## config.mk

```make
export PLATFORM = sky130hd
export DESIGN_NAME = gpio_bank
export DESIGN_NICKNAME = d
export VERILOG_FILES = /design/src/rtl/gpio_bank.sv
export SDC_FILE = /design/constraint.sdc
export NUM_CORES = 1
export LEC_CHECK = 0
export ABC_AREA = 1
export BUFFER_PORTS_ARGS = -buffer_cell sky130_fd_sc_hd__buf_2
export CAP_MARGIN = 30
export CORE_MARGIN = 2
export CORE_UTILIZATION = 50
export DETAILED_ROUTE_END_ITERATION = 16
export PLACE_DENSITY_LB_ADDON = 0.15
export SLEW_MARGIN = 0
export SYNTH_ARGS = -nofsm -noshare
export SYNTH_HDL_FRONTEND = slang
export SYNTH_SLANG_ARGS = --single-unit
export TNS_END_PERCENT = 10
```

## constraint.sdc

```tcl
create_clock -name clk -period 1.3 [get_ports clk]
set_input_delay 0.26 -clock clk [delete_from_list [all_inputs] [get_ports clk]]
set_output_delay 0.26 -clock clk [all_outputs]
set_load 0.05 [all_outputs]
```

## src/rtl/gpio_bank.sv

```systemverilog
module gpio_bank #(
  parameter int NPINS = 32,
  parameter int AW    = 3
) (
  input  logic             clk,
  input  logic             rst_n,
  input  logic             bus_wr,
  input  logic [AW-1:0]    bus_addr,
  input  logic [NPINS-1:0] bus_wdata,
  output logic [NPINS-1:0] bus_rdata,
  input  logic [NPINS-1:0] pad_in,
  output logic [NPINS-1:0] pad_out,
  output logic [NPINS-1:0] pad_oe,
  output logic [NPINS-1:0] irq
);
  localparam logic [AW-1:0] A_REL = AW'(0);
  localparam logic [AW-1:0] A_SET = AW'(1);
  localparam logic [AW-1:0] A_CLR = AW'(2);
  localparam logic [AW-1:0] A_ARM = AW'(3);
  localparam logic [AW-1:0] A_PIN = AW'(4);
  localparam logic [AW-1:0] A_OUT = AW'(5);
  localparam logic [AW-1:0] A_OE  = AW'(6);

  logic [NPINS-1:0] out_q, oe_q, sync1, sync2, pins;
  logic             armed;

  wire wr_set = bus_wr && bus_addr == A_SET;
  wire wr_clr = bus_wr && bus_addr == A_CLR;
  wire wr_rel = bus_wr && bus_addr == A_REL;
  wire wr_arm = bus_wr && bus_addr == A_ARM;

  always_ff @(posedge clk or negedge rst_n)
    if (!rst_n) begin
      out_q <= '0;
      oe_q  <= '0;
    end else if (wr_set) begin
      out_q <= out_q | bus_wdata;
      oe_q  <= oe_q  | bus_wdata;
    end else if (wr_clr) begin
      out_q <= out_q & ~bus_wdata;
      oe_q  <= oe_q  | bus_wdata;
    end else if (wr_rel) begin
      oe_q  <= oe_q & ~bus_wdata;
    end

  always_ff @(posedge clk or negedge rst_n)
    if (!rst_n) armed <= 1'b0;
    else if (wr_arm) armed <= 1'b1;

  always_ff @(posedge clk or negedge rst_n)
    if (!rst_n) begin
      sync1 <= '0;
      sync2 <= '0;
    end else begin
      sync1 <= pad_in;
      sync2 <= sync1;
    end

  assign pins    = armed ? sync2 : '0;
  assign irq     = pins;
  assign pad_out = out_q;
  assign pad_oe  = oe_q;

  always_comb
    case (bus_addr)
      A_PIN:   bus_rdata = pins;
      A_OUT:   bus_rdata = out_q;
      A_OE:    bus_rdata = oe_q;
      default: bus_rdata = '0;
    endcase
endmodule

```

==> results.env <==
WIRELENGTH_MM=20.7
MIN_FROM='bus_wdata[14]'
RRSETUPSLACK_PS=250
DR.FIRST_ITER.DRC_COUNT=553
PEAKVDDDROP_mV=1.35
CLOCK_SINK_TOTAL=129
MAX_SLEW_HEADROOM_PCT=74.7
NETLIST_AREA_SQ_UM=5810
POST_SYNTHESIS_SEQUENTIAL_ELEMENT_COUNT=129
FINAL_CRITICAL_PATH_SETUP_SLACK_PS=-589
TOP_LEVEL_PORTS=198
AREA_SHARE_OF_THE_LEADING_CELL_TYPE_IN_THE_SYNTHESIZED_NETLIST_PCT=55.5
FLOORPLAN.ROWS=39
POWER.INTERNAL_uW=9730
CLKTRANSATPATHREGS_PS=60
TIMING_HOLD_VIOLATIONS_FINAL=0
MOST_COMMON_CELL_AFTER_LAYOUT_FILL_AND_TAPS_ASIDE='nand2_1'
POST_DRT_VIA_CELL_RATIO=5.41
WORST_PIN_SLEW_PS=380
CRITICAL_PATH_CLASS='reg2out'
TYPE_OF_THE_TIGHTEST_MIN_DELAY_CHECK='in2reg'
OUTCOME='finished with violations'
FLOORPLAN.DIE.WIDTH_UM=112
GRT_FIRST_PASS_WIRELENGTH_MM=31.6
CRIT_PATH_END_KIND='output port'
POWER.SWITCHING_uW=5880
IO_BUFFER_COUNT=197
CLK_LATENCY_PS=420
SYNTH.TOP_CELLS.BY_AREA='dfrtp_1 (56%), nand2_1 (21%), nand3_1 (11%)'
AREAGROWTHSYNTHTOFINISH_PCT=68.5
GRT_MAX_DEGREE=33
TRITONCTS_CLOCK_TREE='yes'
DIE-AREA_SQ_UM=12500
FIRST_PASS_ITERATION_COUNT_OF_THE_DETAILED_ROUTER=6
DRIVE_ABOVE_1_SHARE_PCT=44.6
GPL.FINAL_WEIGHTED_CONGESTION=0.843
PORTION_OF_THE_POST_SYNTHESIS_AREA_USED_BY_SEQUENTIAL_ELEMENTS_PCT=55.5
GLOBALROUTEOVERFLOWTOTAL=0
CLOCK_POWER_SHARE_PCT=33.0
TIMING.FINAL.MAX_SLEW_VIOLATIONS=0
SHARE_SEQ_OF_TOTAL_POWER_PCT=32.8
SYNTH_FP_NETS=793
AVGROUTEDWIREPERCELL_UM=18.1
LAYOUT_MIN_CYCLE_TIME_PS=1890
FILLERINSTANCES=577
FLOORPLAN.CORE_AREA_SQ_UM=11400
SYN_AREA_PER_CELL_SQ_UM=8.04
MIN_DELAY_PATH_DEPTH=3
FIRST_GLOBAL_VIAS=6282
FINAL_CELL_MIX='nand2_1 (295), dfrtp_1 (124), buf_6 (107), buf_2 (68), nand3_1 (66)'
CAP_VIOLATIONS=0
DPL.HPWL_MM=12.7
TOTALNEGATIVESETUPSLACK_PS=-31360
POWER_FRAC_COMB_PCT=34.3
SWSHARE_PCT=37.7
REMAINING_DRC_ERRORS=0
YOSYS_WARNINGS=0
CTS_BUFFERS=17
VIAS=6204
YOSYSUNIQUECELLTYPES=18
RSZ0062_AT_GRT='yes'
MAXIMUM_BUFFER_DEPTH_OF_THE_CLOCK_TREE=2
TRACK_USAGE_PCT=32.3
CRITICAL_PATH.STARTPOINT_TYPE='flip-flop'
HTREE_LEVELS=4
PERIOD_SHARE_PCT=145
VIOLATIONS_IN_THE_FINAL_REPORTS='negative setup slack'
POSTSYNTHCELLCOUNT=723
TIMING.CRITICAL_PATH.ARRIVAL_PS=1630
SYNTH.LARGEST_AREA_CELL='dfrtp_1'
ANTENNA_FOUND_INITIAL=3
R2R.WORST_PATH.CELLS=3
NUM-NETS-FINAL=1059
CRITICAL_PATH_REQUIRED_PS=1040
INITIAL_CORE_UTIL_PCT=51.1
ANT_NETS=0
CTS_ROOT_BUFFER='clkbuf_16'
DIE_Y_UM=112
CLOCK.FMAX_MHz=529
CRITICAL_PATH_PEAK_FANOUT=16
LEAKAGEPOWER_uW=0.00492
FIN_SKEW_PS=7.51
POWER-PER-CELL-AREA_nW_PER_UM2=1590
PLACE_WS_PS=-359
FINAL-SETUP-VIOL-COUNT=67
[worst max-delay path: stages, from the launching register on]
cell	delay, ps
dfrtp_2	450
buf_16	190
nand2_2	100
clkinvlp_4	110
nand3_2	100
nand3_4	90
buf_6	160
[Yosys cell counts]
master,number
nand2_2,1
nor2_4,1
nor2_2,3
nor2_8,1
or2_2,32
o21bai_1,1
nand2_1,322
dfrtp_1,129
inv_1,66
nand3_1,128
clkinv_2,1
nor2_1,1
buf_4,7
inv_2,1
buf_2,16
nand2_4,1
clkbuf_1,9
buf_6,3
[metal layers]
layer / up-vias / global-route usage, % / share of wire [%]
met2: 326 / 54.5 / 51
met4: 2 / 15.6 / 3.7
met3: 68 / 7.73 / 7.2
li1: 2773 / - / -
met5: - / 0 / 0.072
met1: 3035 / 39.2 / 38
[power by group through the flow]
stage / clock network [uW] / logic (uW) / registers (uW)
finish: 5140 / 5350 / 5110
floorplan: 0 / 1690 / 6460
global placement: 0 / 4330 / 5020
global route: 5390 / 5580 / 5160
detailed placement: 0 / 4420 / 5040
CTS: 5170 / 5160 / 5050
[logic make-up (layout without fill, tap and decap cells)]
logic type,Yosys count,after routing,synth area share (%)
AND/OR/NAND/NOR,490,490,36.5
flip-flops,129,129,55.5
buffers and inverters,103,382,7.86
AO/OA/AOI/OAI,1,1,0.129
other,0,2,0
[worst max path at each step]
stage,from,to,slack (ps),cells after the start
final,armed$_DFFE_PN0P_,bus_rdata[25],-590,6
after global routing,armed$_DFFE_PN0P_,bus_rdata[7],-640,6
after CTS,armed$_DFFE_PN0P_,bus_rdata[2],-590,6
after detailed placement,bus_addr[1],bus_rdata[9],-360,8
after global placement,bus_addr[0],bus_rdata[0],-330,7
after floorplan,armed$_DFFE_PN0P_,bus_rdata[13],-290,6
[through the flow]
stage / utilization, % / std cells / total power [uW] / instance area [sq um] / hold slack, ps
floorplan: - / 723 / 8150 / 6440 / -35.6
global placement: 69.8 / 1078 / 9350 / 7940 / 146
detailed placement: 69.8 / 1078 / 9460 / 7940 / 146
CTS: 84.8 / 1144 / 15400 / 9640 / 70.1
global route: 86.1 / 1147 / 16100 / 9790 / 89.2
finish: 86.1 / 1147 / 15600 / 9790 / 84.1
[repair_timing]
action,in CTS,in global routing
endpoints found under the hold margin,133,0
gates cloned,1,0
setup buffers,0,1
endpoints found under the setup margin,128,104
hold buffers,33,0
pin swaps,1,2
gates resized for setup,238,46
[area by class of cell]
type / count / area [sq um] / share of cell area (%)
antenna: 2 / 5.00 / 0.0511
clock buffer: 20 / 457 / 4.66
clock inverter: 12 / 181 / 1.85
inverter: 68 / 365 / 3.73
multi-input combinational: 491 / 2750 / 28.0
sequential: 129 / 3230 / 33.0
tap: 143 / 179 / 1.83
timing repair buffer: 282 / 2630 / 26.8
Note: power is estimated with default switching activity, not from simulation.
